<file path="src/rtl/sdram_dq_pkg.sv">
package sdram_dq_pkg;

    // Longest read latency supported by the capture pipeline
    localparam int MAX_CL = 3;

    typedef enum logic [1:0] {
        OP_READ  = 2'd0,
        OP_WRITE = 2'd1,
        OP_STOP  = 2'd2,
        OP_NONE  = 2'd3
    } cmd_op_e;

    typedef enum logic [1:0] {
        ST_IDLE = 2'd0,
        ST_RD   = 2'd1,
        ST_WR   = 2'd2
    } burst_st_e;

endpackage

</file>
<file path="src/rtl/sdram_burst_seq.sv">
module sdram_burst_seq
    import sdram_dq_pkg::*;
#(
    parameter int MAX_BL_LOG2 = 3
) (
    input  logic       clk,
    input  logic       rst,
    input  logic       cmd_rd,
    input  logic       cmd_wr,
    input  logic       cmd_stop,
    input  logic [2:0] bl_code,
    output logic       rd_beat,
    output logic       wr_beat
);

    localparam int CNT_W = MAX_BL_LOG2;

    burst_st_e        st_q, st_d;
    logic [CNT_W-1:0] left_q, left_d;
    logic [CNT_W-1:0] first_left;
    logic             full_q, full_d;

    // Beats that remain after the command beat
    assign first_left = CNT_W'((1 << bl_code[1:0]) - 1);

    // Next-state logic: transitions GO_RD, GO_WR, BEAT, LAST, HALT
    always_comb begin
        st_d   = st_q;
        left_d = left_q;
        full_d = full_q;
        if (cmd_rd || cmd_wr) begin
            full_d = bl_code[2];
            left_d = first_left;
            if (bl_code[2] || (first_left != '0)) begin
                st_d = cmd_rd ? ST_RD : ST_WR;
            end else begin
                st_d = ST_IDLE;
            end
        end else if (cmd_stop) begin
            st_d = ST_IDLE;
        end else begin
            unique case (st_q)
                ST_IDLE: ;
                ST_RD, ST_WR: begin
                    if (!full_q) begin
                        left_d = left_q - 1'b1;
                        if (left_q == CNT_W'(1)) begin
                            st_d = ST_IDLE;
                        end
                    end
                end
                default: st_d = ST_IDLE;
            endcase
        end
    end

    // Output logic: which kind of beat runs at this edge
    always_comb begin
        rd_beat = cmd_rd;
        wr_beat = cmd_wr;
        if (!(cmd_rd || cmd_wr || cmd_stop)) begin
            unique case (st_q)
                ST_RD:   rd_beat = 1'b1;
                ST_WR:   wr_beat = 1'b1;
                default: ;
            endcase
        end
    end

    // State register
    always_ff @(posedge clk) begin
        if (rst) begin
            st_q   <= ST_IDLE;
            left_q <= '0;
            full_q <= 1'b0;
        end else begin
            st_q   <= st_d;
            left_q <= left_d;
            full_q <= full_d;
        end
    end

endmodule

</file>
<file path="src/rtl/sdram_rd_capture.sv">
module sdram_rd_capture
    import sdram_dq_pkg::*;
#(
    parameter int DQ_W  = 16,
    parameter int LANES = DQ_W / 8
) (
    input  logic             clk,
    input  logic             rst,
    input  logic             cas_lat3,
    input  logic             rd_beat,
    input  logic [LANES-1:0] beat_be,
    input  logic [DQ_W-1:0]  dq_in,
    output logic [DQ_W-1:0]  rd_data,
    output logic             rd_valid,
    output logic [LANES-1:0] rd_lane,
    output logic [LANES-1:0] rd_dqm,
    output logic             rd_pend
);

    localparam int DEPTH = MAX_CL;
    localparam int IDX_W = $clog2(DEPTH);

    logic [DEPTH-1:0] v_q;
    logic [LANES-1:0] be_q [DEPTH];
    logic [LANES-1:0] mk_q;
    logic [IDX_W-1:0] tap;
    logic [IDX_W:0]   cl_val;

    assign cl_val = cas_lat3 ? (IDX_W+1)'(3) : (IDX_W+1)'(2);
    assign tap    = IDX_W'(cl_val - 1'b1);

    // Issue pipeline: stage k holds the beat issued k+1 edges ago
    always_ff @(posedge clk) begin
        if (rst) begin
            v_q[0]  <= 1'b0;
            be_q[0] <= '0;
        end else begin
            v_q[0]  <= rd_beat;
            be_q[0] <= beat_be;
        end
    end

    for (genvar k = 1; k < DEPTH; k++) begin : g_stage
        always_ff @(posedge clk) begin
            if (rst) begin
                v_q[k]  <= 1'b0;
                be_q[k] <= '0;
            end else begin
                v_q[k]  <= v_q[k-1];
                be_q[k] <= be_q[k-1];
            end
        end
    end

    // Capture register: sample dq_in at the latency edge
    always_ff @(posedge clk) begin
        if (rst) begin
            rd_valid <= 1'b0;
            rd_data  <= '0;
            rd_lane  <= '0;
            mk_q     <= '0;
        end else begin
            rd_valid <= v_q[tap];
            if (v_q[tap]) begin
                rd_data <= dq_in;
                rd_lane <= be_q[tap];
            end
            mk_q <= rd_beat ? ~beat_be : '0;
        end
    end

    // Read mask reaches the pins two edges before its data beat
    assign rd_dqm = cas_lat3 ? mk_q : (rd_beat ? ~beat_be : '0);

    // Device may drive the bus now, later, or did on the previous edge
    always_comb begin
        rd_pend = rd_valid;
        for (int k = 0; k < DEPTH; k++) begin
            if (k < int'(cl_val)) begin
                rd_pend = rd_pend | v_q[k];
            end
        end
    end

endmodule

</file>
<file path="src/rtl/sdram_dq_pipe.sv">
module sdram_dq_pipe
    import sdram_dq_pkg::*;
#(
    parameter int DQ_W        = 16,
    parameter int MAX_BL_LOG2 = 3
) (
    input  logic                clk,
    input  logic                rst,
    input  logic                cmd_valid,
    input  logic [1:0]          cmd_op,
    input  logic                cas_lat3,
    input  logic [2:0]          bl_code,
    input  logic [DQ_W-1:0]     usr_wdata,
    input  logic [DQ_W/8-1:0]   usr_be,
    input  logic [DQ_W-1:0]     dq_in,
    output logic [DQ_W-1:0]     dq_out,
    output logic                dq_oe,
    output logic [DQ_W/8-1:0]   dqm,
    output logic                wr_allow,
    output logic [DQ_W-1:0]     rd_data,
    output logic                rd_valid,
    output logic [DQ_W/8-1:0]   rd_lane
);

    localparam int LANES = DQ_W / 8;

    logic             cmd_rd, cmd_wr, cmd_stop;
    logic             rd_beat, wr_beat, rd_pend;
    logic [LANES-1:0] rd_dqm;

    // Turnaround gate: WRITE only with the bus clear for an idle clock
    assign wr_allow = !rd_pend;
    assign cmd_rd   = cmd_valid && (cmd_op == OP_READ);
    assign cmd_wr   = cmd_valid && (cmd_op == OP_WRITE) && wr_allow;
    assign cmd_stop = cmd_valid && (cmd_op == OP_STOP);

    sdram_burst_seq #(
        .MAX_BL_LOG2(MAX_BL_LOG2)
    ) u_seq (
        .clk     (clk),
        .rst     (rst),
        .cmd_rd  (cmd_rd),
        .cmd_wr  (cmd_wr),
        .cmd_stop(cmd_stop),
        .bl_code (bl_code),
        .rd_beat (rd_beat),
        .wr_beat (wr_beat)
    );

    sdram_rd_capture #(
        .DQ_W (DQ_W),
        .LANES(LANES)
    ) u_cap (
        .clk     (clk),
        .rst     (rst),
        .cas_lat3(cas_lat3),
        .rd_beat (rd_beat),
        .beat_be (usr_be),
        .dq_in   (dq_in),
        .rd_data (rd_data),
        .rd_valid(rd_valid),
        .rd_lane (rd_lane),
        .rd_dqm  (rd_dqm),
        .rd_pend (rd_pend)
    );

    // Pin side: write beats own the bus and the mask pins
    assign dq_oe  = wr_beat;
    assign dq_out = wr_beat ? usr_wdata : '0;
    assign dqm    = wr_beat ? ~usr_be : rd_dqm;

endmodule

</file>
<file path="config.mk">
export PLATFORM = sky130hd
export DESIGN_NAME = sdram_dq_pipe
export DESIGN_NICKNAME = d
export VERILOG_FILES = /design/src/rtl/sdram_dq_pkg.sv /design/src/rtl/sdram_burst_seq.sv /design/src/rtl/sdram_rd_capture.sv /design/src/rtl/sdram_dq_pipe.sv
export SDC_FILE = /design/constraint.sdc
export NUM_CORES = 1
export LEC_CHECK = 0
export BUFFER_PORTS_ARGS = -buffer_cell sky130_fd_sc_hd__buf_2
export CAP_MARGIN = 20
export CORE_ASPECT_RATIO = 1.25
export CORE_MARGIN = 4
export CORE_UTILIZATION = 40
export DETAILED_ROUTE_END_ITERATION = 16
export GPL_TIMING_DRIVEN = 1
export PLACE_DENSITY = 0.81
export SYNTH_ARGS = -nofsm -noshare
export SYNTH_HDL_FRONTEND = slang
export SYNTH_SLANG_ARGS = --single-unit
</file>
<file path="constraint.sdc">
create_clock -name clk -period 1.6 [get_ports clk]
set_input_delay 0 -clock clk [delete_from_list [all_inputs] [get_ports clk]]
set_output_delay 0 -clock clk [all_outputs]
set_load 0.005 [all_outputs]
</file>
==> impl_metrics.yaml <==
run_status:
  status: "finished, violations left"
  violations: "negative setup slack"
clock_network:
  clock_sinks: 36
  clockRootBuffer: "clkbuf_8"
  cts_buffers: 5
  cts_tree: "built"
  cts.clk_slew.worst_paths_ns: 0.07
  clk_latency_ns: 0.29
  clk_path_buf_depth: 2
  h-tree-depth: 2
setup_path:
  max_stage_delay_ns: 0.44
  path_cells: "a2111o_1 > inv_2 > a31oi_4 > nand2b_4 > inv_6 > and2_4 > buf_6"
  critPathLaunchType: "flip-flop"
  critPathKind: "flip-flop to primary output"
  startpoint: "u_cap.v_q[0]"
  path_buf_inv: 3
  cp_slowest_cell: "a2111o_1"
  crit_fanout: 8
  r2r-start: "u_cap.v_q[0]"
  required_ns: 1.60
  crit_arrival_ns: 1.78
  cpLargestDelayFamily: "compound AO/OA/AOI/OAI gates"
  cp-end-kind: "primary output"
synth:
  synthCells: 183
  yosysSeqAreaShare: 0.4489
  syn_area_um2: 1605
  yosysWarningCount: 0
  synthXorXnorAreaFrac: 0.005456
  yosysUniqueCellTypes: 36
  synth_fa_ha_area_frac: 0.03897
  avgSynthCellArea_um2: 8.772
  synth-seq-cells: 36
  synth_compound_area_frac: 0.1676
  syn_nets: 231
  yosys.area_share.simple: 0.2619
  synth_top_family_by_area: "simple AND/OR/NAND/NOR gates"
  muxShareOfSynthArea: 0.02572
die:
  start_util: 0.4207
  die_w_um: 64.66
  dieHeight_um: 78.83
  row_count: 25
  core_um2: 3816
  ioPinCount: 82
  die-area_um2: 5097
place:
  hpwl_mm: 2.914
  portBuffers: 81
  placed_cell_area_um2: 2074
  gp_congestion: 0.8219
timing:
  maxSlewHeadroom: 0.7581
  clock_skew_ns: 0.002751
  worst_slack_ns: -0.1796
  hold_viol: 0
  finalCritPeriodShare: 1.112
  rsz0062_at_grt: "true"
  period_needed_ns: 1.780
  setup_violations: 19
  fmax_mhz: 561.9
  tightest_slew_ns: 0.3620
  slew_viol_final: 0
routing:
  antenna_left: 0
  drt_iter0_drc: 33
  wl_per_cell_um: 12.67
  vias: 1606
  routed_wl_mm: 4.383
  post-route-drc-count: 0
  routed_via_density: 4.642
  drtPass1Iterations: 4
finish:
  utilization: 0.6659
  area_delta_synth_final_pct: 58.30
  n_fill_cell: 330
  post-route-cell-area_um2: 2541
  antennaDiodeCount: 0
  drive_gt1_frac: 0.4555
  final_nets: 339
pwr:
  power_density_nw_per_um2: 779.2
  ir_drop_mv: 0.5061
  total_leakage_power_nw: 1.154
global_routing:
  grt_max_degree: 21
  grtUsageTotal: 0.1784
  grt_pass1_wl_mm: 7.079
  antenna_found_initial: 0
  grt_pass1_vias: 1573
  overflow: 0
run:
  cap_violations: 0
worst_hold_path:
  hold_class: "input port to flip-flop"
  min_from: "bl_code[0]"
-- worst register-to-register path: cells and delay by family (launching register included) --
kind / cells / cell delay [ns]
and+or+nand+nor: 1 / 0.10
AOI/OAI and AO/OA: 3 / 0.87
buffers and inverters: 1 / 0.16
DFF: 1 / 0.32
-- sequential cells by signal, summed over array words and instances (netlist names) --
signal,count
u_cap.rd_valid,1
u_seq.st_q,2
u_cap.v_q,3
u_seq.left_q,3
u_cap.rd_data,16
u_cap.be_q,6
u_seq.full_q,1
u_cap.rd_lane,2
u_cap.mk_q,2
-- where the power goes --
| group | total (mW) | switching [mW] | internal (mW) |
|---|---|---|---|
| logic | 0.373 | 0.160 | 0.214 |
| registers | 0.940 | 0.0149 | 0.925 |
| clock network | 0.667 | 0.317 | 0.350 |
-- cells by family (layout without fill, tap and decap cells) --
| logic type | Yosys count | in the layout |
|---|---|---|
| mux | 4 | 4 |
| compound gates | 40 | 40 |
| buf+inv | 18 | 127 |
| flops | 36 | 36 |
| simple gates | 79 | 79 |
| xor+xnor | 1 | 1 |
| fa+ha+maj | 5 | 5 |
-- path summary, 6_finish.rpt --
| kind | end | slack [ns] | cells past startpoint |
|---|---|---|---|
| max | dq_out[1] | -0.18 | 7 |
| min | u_seq.left_q[2] | 0.02 | 3 |
| max reg2reg | u_seq.st_q[0] | 0.05 | 5 |
| min reg2reg | u_cap.be_q[1][0] | 0.44 | 1 |
-- cells in the final DEF, fill, tap and decap left out, types with 2 or more instances in the layout --
cell type and count:
nand2_1 36, ha_1 4, dlygate4sd3_1 20, a21oi_1 20
and2_4 7, dfxtp_1 32, buf_4 8, inv_6 2
o221ai_2 2, buf_2 68, or2_2 2, nor3_1 6
nor2_1 4, a211oi_1 2, clkbuf_8 6, mux2i_1 3
nor2b_1 9, buf_6 13, dfxtp_2 4, inv_1 7
o211ai_1 3, and2_2 9, o21ai_0 2
-- layer usage --
layer,GRT usage,share of wire
met1,0.1917,0.37
met2,0.3223,0.55
met3,0.05658,0.053
met4,0.06765,0.020
met5,0,0
-- stage by stage --
stage | setup WS [ns] | power, mW | hold slack (ns) | instances | setup TNS [ns]
floorplan | 0.08172 | 1.111 | 0.07931 | 183 | 0
global placement | 0.04968 | 1.226 | 0.2064 | 315 | 0
detailed placement | 0.008713 | 1.232 | 0.2055 | 315 | 0
CTS | -0.1821 | 1.972 | 0.01144 | 346 | -3.258
global route | -0.2715 | 2.081 | 0.02422 | 346 | -4.986
finish | -0.1796 | 1.980 | 0.01774 | 346 | -3.192
-- cells in the mapped netlist --
library cell   n  area share
dfxtp_1       36        0.45
nand2_1       36       0.084
a21oi_1       21       0.065
and2_2        15       0.070
nor2b_1        9       0.035
clkbuf_1       7       0.016
inv_1          7       0.016
nor3_1         6       0.019
ha_1           5       0.039
nor2_1         4      0.0094
a211oi_1       3       0.014
mux2i_1        3       0.019
o211ai_1       3       0.014
buf_6          2       0.014
inv_2          2      0.0047
o21ai_0        2      0.0062
o221ai_1       2       0.011
or2_2          2      0.0078
a2111o_1       1      0.0070
a21o_1         1      0.0047
a21o_2         1      0.0055
a221oi_1       1      0.0055
a22o_1         1      0.0055
a2bb2oi_1      1      0.0055
a31oi_1        1      0.0039
a31oi_4        1       0.013
a32o_1         1      0.0062
and2_1         1      0.0039
mux2_2         1      0.0070
nand2b_1       1      0.0039
nand2b_4       1      0.0086
nand4b_1       1      0.0055
nor3b_1        1      0.0047
or2b_1         1      0.0047
or3b_2         1      0.0055
xnor2_1        1      0.0055
-- repair_timing --
item / CTS / global route
hold endpoints to repair: 22 / 0
pin swaps: 9 / 2
hold buffers: 20 / 0
setup endpoints to repair: 19 / 23
cloned: 1 / 0
gates resized for setup: 20 / 16
setup buffers: 2 / 0
-- cell type report --
type,count,area [um^2],area share
clock buffers,7,86.33,0.03397
clock inverters,1,7.507,0.002954
inverters,9,38.79,0.01526
multi-input cells,129,859.6,0.3383
flip-flops and latches,36,725.7,0.2856
well taps,54,67.56,0.02659
repair buffers,109,747.0,0.2939
repair inverters,1,8.758,0.003447
Power figures use the tool's default switching activity.
